==> config.mk <==
export PLATFORM = sky130hd
export DESIGN_NAME = hdlc_addr_filter
export DESIGN_NICKNAME = d
export VERILOG_FILES = /design/src/rtl/hdlc_af_pkg.sv /design/src/rtl/hdlc_af_match.sv /design/src/rtl/hdlc_af_ctrl.sv /design/src/rtl/hdlc_af_emit.sv /design/src/rtl/hdlc_addr_filter.sv
export SDC_FILE = /design/constraint.sdc
export NUM_CORES = 1
export LEC_CHECK = 0
export ABC_AREA = 1
export BUFFER_PORTS_ARGS = -buffer_cell sky130_fd_sc_hd__buf_2
export CAP_MARGIN = 20
export CORE_ASPECT_RATIO = 0.5
export CORE_UTILIZATION = 45
export DETAILED_ROUTE_END_ITERATION = 16
export PLACE_DENSITY = 0.78
export SYNTH_ARGS = -nofsm -noshare
export SYNTH_HDL_FRONTEND = slang
export SYNTH_HIERARCHICAL = 1
export SYNTH_SLANG_ARGS = --single-unit
==> constraint.sdc <==
create_clock -name clk -period 4.1 [get_ports clk]
set_input_delay 0.82 -clock clk [delete_from_list [all_inputs] [get_ports clk]]
set_output_delay 0.82 -clock clk [all_outputs]
set_load 0.05 [all_outputs]
==> src/rtl/hdlc_af_pkg.sv <==
package hdlc_af_pkg;

  // Per-frame progress of the address decision
  typedef enum logic [1:0] {
    ST_IDLE,  // between frames
    ST_ADDR,  // collecting address bytes
    ST_PASS,  // accepted, forwarding
    ST_DROP   // rejected, discarding
  } af_state_t;

  // Frame-end notice from control to output stage
  typedef struct packed {
    logic go;
    logic ok;
  } af_end_t;

endpackage

==> src/rtl/hdlc_af_match.sv <==
module hdlc_af_match #(
  parameter int N_ADDR = 4,
  parameter int AW     = 16
) (
  input  logic [AW-1:0]        addr,
  input  logic [AW-1:0]        mask,
  input  logic [N_ADDR*AW-1:0] tbl,
  output logic                 hit
);

  logic [N_ADDR-1:0] eq;

  // One comparator per station entry, compared only where mask is set
  for (genvar g = 0; g < N_ADDR; g++) begin : g_cmp
    assign eq[g] = ((addr ^ tbl[g*AW +: AW]) & mask) == '0;
  end

  assign hit = |eq;

endmodule

==> src/rtl/hdlc_af_ctrl.sv <==
module hdlc_af_ctrl
  import hdlc_af_pkg::*;
#(
  parameter int AW = 16,
  parameter int BW = 8
) (
  input  logic          clk,
  input  logic          rst,
  input  logic          rx_vld,
  input  logic [BW-1:0] rx_byte,
  input  logic          rx_first,
  input  logic          rx_end,
  input  logic          rx_good,
  input  logic          hit,
  output logic [AW-1:0] addr_now,
  output logic          dec_pass,
  output logic          fwd_vld,
  output logic [BW-1:0] fwd_byte,
  output af_end_t       end_pass,
  output logic          nomatch_evt
);

  localparam int NB = AW / BW;
  localparam int CW = $clog2(NB + 1);

  af_state_t      st;
  logic [AW-1:0]  hold;
  logic [CW-1:0]  cnt;
  logic [CW-1:0]  idx;
  logic           take;
  logic           full;

  // Position of the incoming byte within the address
  assign idx  = rx_first ? '0 : cnt;
  assign take = rx_vld && (rx_first || st == ST_ADDR);
  assign full = take && (idx == CW'(NB - 1));

  // Address as it stands with the current byte inserted
  always_comb begin
    addr_now = rx_first ? '0 : hold;
    for (int b = 0; b < NB; b++) begin
      if (idx == CW'(b)) addr_now[b*BW +: BW] = rx_byte;
    end
  end

  assign dec_pass    = full && hit;
  assign fwd_vld     = rx_vld && !rx_first && st == ST_PASS;
  assign fwd_byte    = rx_byte;
  assign end_pass.go = rx_end && !take && st == ST_PASS;
  assign end_pass.ok = rx_good;

  always_ff @(posedge clk) begin
    if (rst) begin
      st          <= ST_IDLE;
      hold        <= '0;
      cnt         <= '0;
      nomatch_evt <= 1'b0;
    end else begin
      nomatch_evt <= 1'b0;
      if (take) begin
        hold <= addr_now;
        cnt  <= idx + CW'(1);
        if (full) st <= hit ? ST_PASS : ST_DROP;
        else      st <= ST_ADDR;
      end else if (rx_end) begin
        if (st == ST_ADDR || st == ST_DROP) nomatch_evt <= rx_good;
        st  <= ST_IDLE;
        cnt <= '0;
      end
    end
  end

endmodule

==> src/rtl/hdlc_af_emit.sv <==
module hdlc_af_emit
  import hdlc_af_pkg::*;
#(
  parameter int AW = 16,
  parameter int BW = 8
) (
  input  logic          clk,
  input  logic          rst,
  input  logic          dec_pass,
  input  logic [AW-1:0] addr_now,
  input  logic          fwd_vld,
  input  logic [BW-1:0] fwd_byte,
  input  af_end_t       end_pass,
  output logic          o_vld,
  output logic [BW-1:0] o_byte,
  output logic          o_last,
  output logic          o_good
);

  localparam int NB = AW / BW;
  localparam int PD = NB - 1;          // bytes kept one step behind
  localparam int CW = $clog2(NB + 1);

  logic [BW-1:0] pend [PD];
  logic [CW-1:0] fill;
  logic          drain;
  logic          ok_l;
  logic          ok_now;

  assign ok_now = end_pass.go ? end_pass.ok : ok_l;

  always_ff @(posedge clk) begin
    if (rst) begin
      o_vld  <= 1'b0;
      o_byte <= '0;
      o_last <= 1'b0;
      o_good <= 1'b0;
      fill   <= '0;
      drain  <= 1'b0;
      ok_l   <= 1'b0;
      for (int k = 0; k < PD; k++) pend[k] <= '0;
    end else begin
      o_vld  <= 1'b0;
      o_last <= 1'b0;
      o_good <= 1'b0;
      if (dec_pass) begin
        // release the lowest address byte, keep the rest
        o_vld  <= 1'b1;
        o_byte <= addr_now[0 +: BW];
        for (int k = 0; k < PD; k++) pend[k] <= addr_now[(k+1)*BW +: BW];
        fill   <= CW'(PD);
        drain  <= 1'b0;
      end else if (fwd_vld) begin
        o_vld  <= 1'b1;
        o_byte <= pend[0];
        for (int k = 0; k < PD - 1; k++) pend[k] <= pend[k+1];
        pend[PD-1] <= fwd_byte;
      end else if (end_pass.go || drain) begin
        o_vld  <= 1'b1;
        o_byte <= pend[0];
        for (int k = 0; k < PD - 1; k++) pend[k] <= pend[k+1];
        fill   <= fill - CW'(1);
        ok_l   <= ok_now;
        if (fill == CW'(1)) begin
          o_last <= 1'b1;
          o_good <= ok_now;
          drain  <= 1'b0;
        end else begin
          drain  <= 1'b1;
        end
      end
    end
  end

endmodule

==> src/rtl/hdlc_addr_filter.sv <==
module hdlc_addr_filter
  import hdlc_af_pkg::*;
#(
  parameter int N_ADDR = 4,
  parameter int AW     = 16,
  parameter int BW     = 8
) (
  input  logic                 clk,
  input  logic                 rst,
  input  logic                 rx_vld,
  input  logic [BW-1:0]        rx_byte,
  input  logic                 rx_first,
  input  logic                 rx_end,
  input  logic                 rx_good,
  input  logic [AW-1:0]        cfg_mask,
  input  logic [N_ADDR*AW-1:0] cfg_addr,
  output logic                 flt_vld,
  output logic [BW-1:0]        flt_byte,
  output logic                 flt_last,
  output logic                 flt_good,
  output logic                 nomatch_evt
);

  logic [AW-1:0] addr_now;
  logic          hit;
  logic          dec_pass;
  logic          fwd_vld;
  logic [BW-1:0] fwd_byte;
  af_end_t       end_pass;

  hdlc_af_match #(.N_ADDR(N_ADDR), .AW(AW)) u_match (
    .addr (addr_now),
    .mask (cfg_mask),
    .tbl  (cfg_addr),
    .hit  (hit)
  );

  hdlc_af_ctrl #(.AW(AW), .BW(BW)) u_ctrl (
    .clk         (clk),
    .rst         (rst),
    .rx_vld      (rx_vld),
    .rx_byte     (rx_byte),
    .rx_first    (rx_first),
    .rx_end      (rx_end),
    .rx_good     (rx_good),
    .hit         (hit),
    .addr_now    (addr_now),
    .dec_pass    (dec_pass),
    .fwd_vld     (fwd_vld),
    .fwd_byte    (fwd_byte),
    .end_pass    (end_pass),
    .nomatch_evt (nomatch_evt)
  );

  hdlc_af_emit #(.AW(AW), .BW(BW)) u_emit (
    .clk      (clk),
    .rst      (rst),
    .dec_pass (dec_pass),
    .addr_now (addr_now),
    .fwd_vld  (fwd_vld),
    .fwd_byte (fwd_byte),
    .end_pass (end_pass),
    .o_vld    (flt_vld),
    .o_byte   (flt_byte),
    .o_last   (flt_last),
    .o_good   (flt_good)
  );

endmodule

==> metrics, run 1 <==
share of post-route cells with drive strength above 1=0.221; Tightest Hold Check Type=reg2reg; initial core utilization=0.484; area grow syn2layout=17.5%; Post-synth EDFFs=8; global-route wire length before repair=15500 µm; crit path capture type=register; I/O Pins=between 100 and 150; status=complete, no violations; antenna violations before repair=1; Core Area=between 0.007 and 0.008 mm²; All-Layer GR Usage=0.232; diode count=0; Ys Warns=6; post-synthesis register bit count=44; die area=~0.0086 mm²; worst stage delay on the critical path=slightly above 0.4 ns; post-CTS setup buffers=0; final core occ=0.568; # setup viols final=0; Async S/R FF share, synth=0; Placed Cells incl. Taps=between 800 and 900; num rows=22; hpwl dp=7700 µm; post-route DRC violation count=0; post-cts resize count=0; critical path arrival=between 3 and 4 ns; final WL=about 9700 µm; Post-synth top flop=dfxtp_1; Worst Max-Slew Pin Slew=roughly 0.73 ns; total grt overflow=0; TritonCTS clock tree=built; sequential-to-total area share from yosys stat=0.261; Post-layout nets=810; synth top area cells=nand2_1, dfxtp_1, nand3_1, inv_1, edfxtp_1; critical path's slowest cell=o21ai_1; number of iterations in the first detailed-routing pass=4; ANT nets after route=0; Max Slew Vio Count=0; Tmin final=~3.7 ns; syn_nets=between 700 and 800; Mapped Cells=approximately 620; largest fanout on the critical path=18; Clk Tree Root Cell=clkbuf_16; critical path depth in cells=24; worst vdd ir=218 µV; non-filler cells, final=between 800 and 900; CTS Buf Count=5; Worst R2R End=u_emit/o_byte[6]$_SDFFE_PP0P_; sink count of the clock tree=44; most instantiated cells after synthesis=nand2_1, nand3_1, inv_1; Worst-path clk slew=about 0.06 ns; period utilization=0.905; end of the critical path=u_emit/o_byte[6]$_SDFFE_PP0P_; worst reg2reg path depth=23; setup repair after global routing missed its margin=false; top cell type's share of synthesized area=0.234; most frequent cell after synthesis=nand2_1; Worst Setup Path Type=in2reg; Synth Cell Area=~0.0037 mm²; H-Tree Depth=2; via count=3994; First DRT Iteration DRCs=roughly 240; Final Hold Viols=0; worst-skew pair later-pin latency=0.29 ns; DR vias/cell=between 4 and 5; unique cell type count in the Yosys netlist=31; LEAKAGE=between 2 and 2.5 nW; Critical Path, Cell by Cell=buf_2, inv_2, nand2_1, ha_1, inv_2, buf_4, nand3_1, o21ai_1, nand2_1, nand3_1, nand2_1, nor2_1, nand2_1, nor2_1, nor2_1, nand2_1, inv_1, nor2_1, buf_4, nor2_4, nand2_4, clkinv_4, nor2_1, nor2_1; leading area contributor after synthesis=nand2_1; maximum clock rate=around 270 MHz; R2R Path Start=u_ctrl/cnt[0]$_SDFFE_PP0P_; crit start category=input port; Top Family by Delay on Critical Path=simple AND/OR/NAND/NOR gates; Critical path origin=rx_first; vias in the first global route=3497; Max Root-Sink Buffers=2; largest net degree at the start of global routing=26; Final Skew=0.00911 ns; routed len/inst=around 12 µm; cts hold-fix bufs=0; Req. time, crit path=roughly 4.3 ns; most used cell, CP=nor2_1; Syn Area/Cell=~6 µm²; Max-Cap Viols=0; WP buf/inv=7; die span in x=approximately 130 µm; pwr dens=roughly 290 mW/mm²; Slew HR=0.508; flop-to-flop setup slack=approximately 0.78 ns; chip height=around 66 µm; port buffer count=between 100 and 150; Final Wtd Congestion=around 0.84
## per-stage QoR
stage               TNS [ns]  cell area, µm²  total power, mW  setup WS [ns]  hold slack [ns]
global route               0            4330             1.30         0.0906            0.481
floorplan                  0            3690            0.708          0.408            0.444
CTS                        0            4330             1.24          0.176            0.467
global placement           0            4170            0.799         0.0295            0.452
detailed placement    -0.666            4170            0.806        -0.0856            0.457
finish                     0            4330             1.24          0.387            0.466
## flip-flops by register name, indices dropped and copies added (netlist names), 2 cells and up
signal         cells
u_emit/pend        8
u_ctrl/st          2
u_emit/o_byte      8
u_ctrl/hold       16
u_ctrl/cnt         2
u_emit/fill        2
## routing by layer
| metal | vias to the layer above | track usage | part of all wire |
|---|---|---|---|
| met3 | 17 | 0.0429 | 0.059 |
| met4 | 2 | 0.0712 | 0.015 |
| met2 | 119 | 0.396 | 0.46 |
| met1 | 1743 | 0.297 | 0.46 |
| met5 | - | 0 | 0.0013 |
| li1 | 2113 | - | - |
## report_power, final
part           total (mW)  internal, mW  switching, mW
Combinational       0.321         0.113          0.209
Sequential          0.476         0.464         0.0125
Clock               0.447         0.283          0.164
## worst min-delay path by stage
stage	start	end	slack, ns	depth (start not counted)
after detailed placement	u_ctrl/hold[14]$_SDFFE_PP0P_	u_ctrl/hold[14]$_SDFFE_PP0P_	0.46	2
after floorplan	u_ctrl/hold[10]$_SDFFE_PP0P_	u_ctrl/hold[10]$_SDFFE_PP0P_	0.44	2
after global placement	u_ctrl/hold[14]$_SDFFE_PP0P_	u_ctrl/hold[14]$_SDFFE_PP0P_	0.45	2
after global routing	u_ctrl/hold[12]$_SDFFE_PP0P_	u_ctrl/hold[12]$_SDFFE_PP0P_	0.48	2
after CTS	u_ctrl/hold[14]$_SDFFE_PP0P_	u_ctrl/hold[14]$_SDFFE_PP0P_	0.47	2
final	u_ctrl/hold[14]$_SDFFE_PP0P_	u_ctrl/hold[14]$_SDFFE_PP0P_	0.47	2
## worst min-delay path, cell delays in order (launching register included)
cell and delay (ns):
dfxtp_1 0.31, nand2_1 0.06, a21oi_1 0.05
## cell usage in the layout (no fill, tap or decap), drive strengths merged, types with 4 or more instances in the layout
cell / count
nor2: 51
nand3: 97
nor3: 4
edfxtp: 8
dfxtp: 36
or2: 17
a21oi: 24
clkbuf: 5
o21ai: 30
inv: 85
nand2: 236
buf: 112
## layout make-up
cell class              instances  area [µm²]
clock buffers                   5         125
clock inverters                 3        37.5
fillers                       769        3290
inverters                      86         330
multi-input cells             464        2170
flip-flops and latches         44         961
well taps                     108         135
repair buffers                112         578
## cells by family (layout without fill, tap and decap cells)
| group | after synthesis | count (layout) | share of synthesized area |
|---|---|---|---|
| fa+ha+maj | 3 | 3 | 0.0102 |
| simple gates | 406 | 406 | 0.486 |
| flops | 44 | 44 | 0.261 |
| buf+inv | 111 | 206 | 0.152 |
| compound gates | 55 | 55 | 0.0916 |
Power figures use the tool's default switching activity.
==> run 2: changes to the inputs <==
- CORE_UTILIZATION: 45 -> 40
- PLACE_DENSITY: 0.78 -> 0.71
==> metrics, run 2 (same netlist as run 1, synthesis figures left out) <==
status=complete, no violations; die span in x=roughly 140 µm; Worst Max-Slew Pin Slew=roughly 0.63 ns; Slew HR=0.579; number of flip-flops in the largest register=16; Max Slew Vio Count=0; Clk Tree Root Cell=clkbuf_16; clock power share=0.361; post-CTS setup buffers=0; num rows=24; crit start category=input port; Final Skew=0.00577 ns; First DRT Iteration DRCs=283; Max-Cap Viols=0; routed len/inst=approximately 12 µm; port buffer count=~110; CTS Buf Count=5; critical path arrival=3.88 ns; Tightest Hold Check Type=reg2reg; Worst Setup Path Type=in2reg; WP buf/inv=9; worst-skew pair later-pin latency=0.29 ns; Seq pwr share=0.380; biggest regs=u_ctrl/hold: 16 flops, u_emit/o_byte: 8 flops, u_emit/pend: 8 flops; Logic pwr share=0.259; hpwl dp=slightly below 8000 µm; area grow syn2layout=18.8%; most used cell, CP=nor2_1; worst vdd ir=236 µV; Req. time, crit path=about 4.3 ns; worst stage delay on the critical path=0.27 ns; ANT nets after route=0; Largest Register=u_ctrl/hold; Tmin final=3.70 ns; TritonCTS clock tree=built; Min Hold Slack=0.471 ns; Top Family by Delay on Critical Path=simple AND/OR/NAND/NOR gates; sink count of the clock tree=44; most frequent cells in the layout=nand2_1, buf_2, nand3_1, inv_1, nor2_1; period utilization=0.902; commonest non-fill, non-tap cell in the layout=nand2_1; setup repair after global routing missed its margin=false; pwr dens=286 mW/mm²; Final Wtd Congestion=0.783; chip height=69.9 µm; Worst-path clk slew=around 0.060 ns; largest net degree at the start of global routing=26; antenna violations before repair=0; global-route wire length before repair=16000 µm; Post-layout nets=approximately 810; net switching fraction of the power=0.310; DR vias/cell=roughly 4.8; Core Area=between 0.008 and 0.009 mm²; # setup viols final=0; via count=~4000; Int Pwr=around 860 µW; total grt overflow=0; LEAKAGE=approximately 2.3 nW; diode count=0; crit path capture type=register; Max Root-Sink Buffers=2; post-route DRC violation count=0; All-Layer GR Usage=0.211; Final Hold Viols=0; critical path's slowest cell=nor2_1; final WL=9690 µm; H-Tree Depth=2; setup tns final=0 ns; NetSw=approximately 400 µW; largest fanout on the critical path=14; vias in the first global route=roughly 3500; maximum clock rate=approximately 270 MHz; die area=0.00963 mm²; initial core utilization=0.418; number of iterations in the first detailed-routing pass=4; I/O Pins=roughly 110; share of post-route cells with drive strength above 1=0.228
-- run 2: repair_timing --
| item | 4_1_cts | 5_1_grt |
|---|---|---|
| gates resized for setup | 0 | 3 |
| hold buffers | 0 | 0 |
| endpoints found under the setup margin | 0 | 2 |
-- run 2: cell type report --
cell class / count / area, µm²
clock buffers: 6 / 129
clock inverters: 2 / 35.0
fillers: 944 / 4450
inverters: 86 / 330
multi-input cells: 464 / 2170
flip-flops and latches: 44 / 961
well taps: 117 / 146
repair buffers: 116 / 608
-- run 2: worst reg2reg max path: cells and delay by family (launching register included) --
| family | cells | cell delay (ns) |
|---|---|---|
| buffers and inverters | 7 | 0.91 |
| adders and majority gates | 1 | 0.21 |
| AOI/OAI and AO/OA | 1 | 0.16 |
| and+or+nand+nor | 14 | 1.55 |
| DFF | 1 | 0.31 |
-- run 2: power groups by stage --
stage,Combinational [mW],Clock (mW),Sequential (mW)
2_1_floorplan,0.190,0,0.518
3_3_place_gp,0.317,0,0.486
3_5_place_dp,0.323,0,0.486
4_1_cts,0.324,0.455,0.477
5_1_grt,0.366,0.471,0.479
6_report,0.324,0.453,0.476
-- run 2: worst paths after layout --
check | start | to | slack [ns] | cells past startpoint
max | rx_first | u_emit/o_byte[7]$_SDFFE_PP0P_ | 0.40 | 26
min reg2reg | u_ctrl/hold[14]$_SDFFE_PP0P_ | u_ctrl/hold[14]$_SDFFE_PP0P_ | 0.47 | 2
min | u_ctrl/hold[14]$_SDFFE_PP0P_ | u_ctrl/hold[14]$_SDFFE_PP0P_ | 0.47 | 2
max reg2reg | u_ctrl/cnt[0]$_SDFFE_PP0P_ | u_emit/o_byte[7]$_SDFFE_PP0P_ | 0.85 | 23
-- run 2: metal layers --
layer | track usage | up-vias | wire length, µm
met1 | 0.295 | 1757 | 4770
met4 | 0.0471 | 0 | 86
li1 | - | 2128 | -
met3 | 0.0320 | 7 | 524
met5 | 0 | - | 0
met2 | 0.340 | 112 | 4310
-- run 2: metrics by stage --
stage	worst slack (ns)	total power [mW]	instance area [µm²]	util	std cells
4_1_cts	0.398	1.26	4380	0.496	835
2_1_floorplan	0.408	0.708	3690	-	619
3_3_place_gp	0.207	0.803	4210	0.477	827
6_report	0.403	1.25	4380	0.496	835
5_1_grt	0.149	1.32	4380	0.496	835
3_5_place_dp	0.112	0.808	4210	0.477	827
==> run 3: changes to the inputs <==
- BUFFER_PORTS_ARGS: -buffer_cell sky130_fd_sc_hd__buf_2 -> unset
- DONT_BUFFER_PORTS: unset -> 1
- PLACE_DENSITY: 0.71 -> 0.61
==> metrics, run 3 (same netlist as run 1, synthesis figures left out) <==
pwr dens=approximately 300 mW/mm²; die area=a little under 0.01 mm²; total grt overflow=0; critical path arrival=about 3.5 ns; cts hold-fix bufs=0; routed len/inst=roughly 13 µm; post-CTS setup buffers=0; LEAKAGE=between 1.5 and 2 nW; crit path capture type=register; Req. time, crit path=a little over 4 ns; chip height=roughly 70 µm; most frequent cells in the layout=nand2_1, nand3_1, inv_1, nor2_1, dfxtp_1; clock power share=0.360; port buffer count=0; Clk Tree Root Cell=clkbuf_16; hpwl dp=7660 µm; final WL=a little under 10000 µm; met3 WL=834 µm; Slew HR=0.488; share of post-route cells with drive strength above 1=0.0948; Max Slew Vio Count=0; Post-layout nets=about 700; post-cts resize count=0; Core Area=between 0.008 and 0.009 mm²; Worst Max-Slew Pin Slew=0.761 ns; largest fanout on the critical path=17; Worst Setup Path Type=in2reg; Logic pwr share=0.189; non-filler cells, final=729; worst-skew pair later-pin latency=roughly 0.29 ns; sink count of the clock tree=between 40 and 50; biggest regs=u_ctrl/hold: 16 flops, u_emit/o_byte: 8 flops, u_emit/pend: 8 flops; DR vias/cell=4.93; Tightest Hold Check Type=reg2reg; post-route DRC violation count=0; area grow syn2layout=3.80%; TritonCTS clock tree=built; Largest Register=u_ctrl/hold; H-Tree Depth=2; crit start category=input port; M1 WL=between 4000 and 5000 µm; net switching fraction of the power=0.311; metal2 WL=between 4000 and 5000 µm; Final Hold Viols=0; maximum clock rate=between 200 and 300 MHz; largest net degree at the start of global routing=26; setup repair after global routing missed its margin=false; # setup viols final=0; All-Layer GR Usage=0.211; commonest non-fill, non-tap cell in the layout=nand2_1; Max-Cap Viols=0; Max Root-Sink Buffers=2; CTS Buf Count=5; vias in the first global route=roughly 3300; via count=3596; Final Skew=0.00358 ns; diode count=0; Worst-path clk slew=about 0.060 ns; Multi-input gate area=0.00217 mm²; First DRT Iteration DRCs=approximately 270; Placed Cells incl. Taps=just over 700; Place WS=0.245 ns; number of iterations in the first detailed-routing pass=4; Register Area=around 960 µm²; number of flip-flops in the largest register=16; period utilization=0.870; final setup margin=~0.53 ns; Tmin final=3.57 ns; worst reg2reg path depth=18; antenna violations before repair=0; status=complete, no violations; Int Pwr=just under 800 µW; setup tns final=0 ns; die span in x=between 100 and 150 µm; worst vdd ir=about 170 µV; Seq pwr share=0.451; Final Power=around 1.1 mW; global-route wire length before repair=around 16000 µm; ANT nets after route=0; Final Wtd Congestion=a little over 0.8; num rows=24; highest metal used=met4; Hold Crit Depth=2; I/O Pins=~110; NetSw=around 350 µW; Fill cells=just under 1000; initial core utilization=0.418
-- run 3: cell types whose count changed in the layout (fill, tap and decap cells not counted), sizes merged --
cell	delta
clkinv	+1
bufinv	-1
buf	-106
-- run 3: path summary, 6_finish.rpt --
| path | endpoint | from | slack (ns) |
|---|---|---|---|
| max | u_emit/pend[0][4]$_DFFE_PP_ | rx_first | 0.53 |
| min | u_ctrl/hold[9]$_SDFFE_PP0P_ | u_ctrl/hold[9]$_SDFFE_PP0P_ | 0.46 |
| max reg2reg | u_emit/pend[0][4]$_DFFE_PP_ | u_ctrl/cnt[0]$_SDFFE_PP0P_ | 0.84 |
| min reg2reg | u_ctrl/hold[9]$_SDFFE_PP0P_ | u_ctrl/hold[9]$_SDFFE_PP0P_ | 0.46 |
-- run 3: critical path, stage by stage --
cell and delay, ns:
inv_2 0.09, nand2_1 0.10, inv_1 0.07, ha_1 0.18, inv_2 0.13, o21ai_0 0.65
inv_1 0.17, nand2_1 0.10, nand3_1 0.07, nand2_1 0.07, nor2_1 0.04, nand2_1 0.05
nor2_1 0.04, nor2_1 0.09, nand2_1 0.06, inv_1 0.12, nor2_1 0.11, nor2_4 0.28
nand2_1 0.30
-- run 3: area by class of cell --
cell class	count	area share
Inverter	86	0.0863
Clock buffer	6	0.0363
Clock inverter	2	0.00261
Timing Repair Buffer	10	0.0196
Tap cell	117	0.0382
Multi-Input combinational cell	464	0.566
Sequential cell	44	0.251
-- run 3: stage by stage --
step           instance area, µm²   util  hold slack [ns]
3_3_place_gp                 3680  0.417            0.451
2_1_floorplan                3690      -            0.444
5_1_grt                      3830  0.434            0.480
3_5_place_dp                 3680  0.417            0.453
4_1_cts                      3830  0.434            0.463
6_report                     3830  0.434            0.461
-- run 3: routing by layer --
layer | track usage | vias to the layer above
met5 | 0 | -
met4 | 0.0507 | 0
met3 | 0.0530 | 8
met2 | 0.326 | 88
met1 | 0.293 | 1590
li1 | - | 1910
-- run 3: power groups by stage --
stage                     clock [mW]  sequential [mW]  combinational [mW]
final                          0.408            0.512               0.214
after global routing           0.437            0.515               0.248
after CTS                      0.417            0.512               0.214
after detailed placement           0            0.521               0.214
after global placement             0            0.521               0.212
after floorplan                    0            0.518               0.190
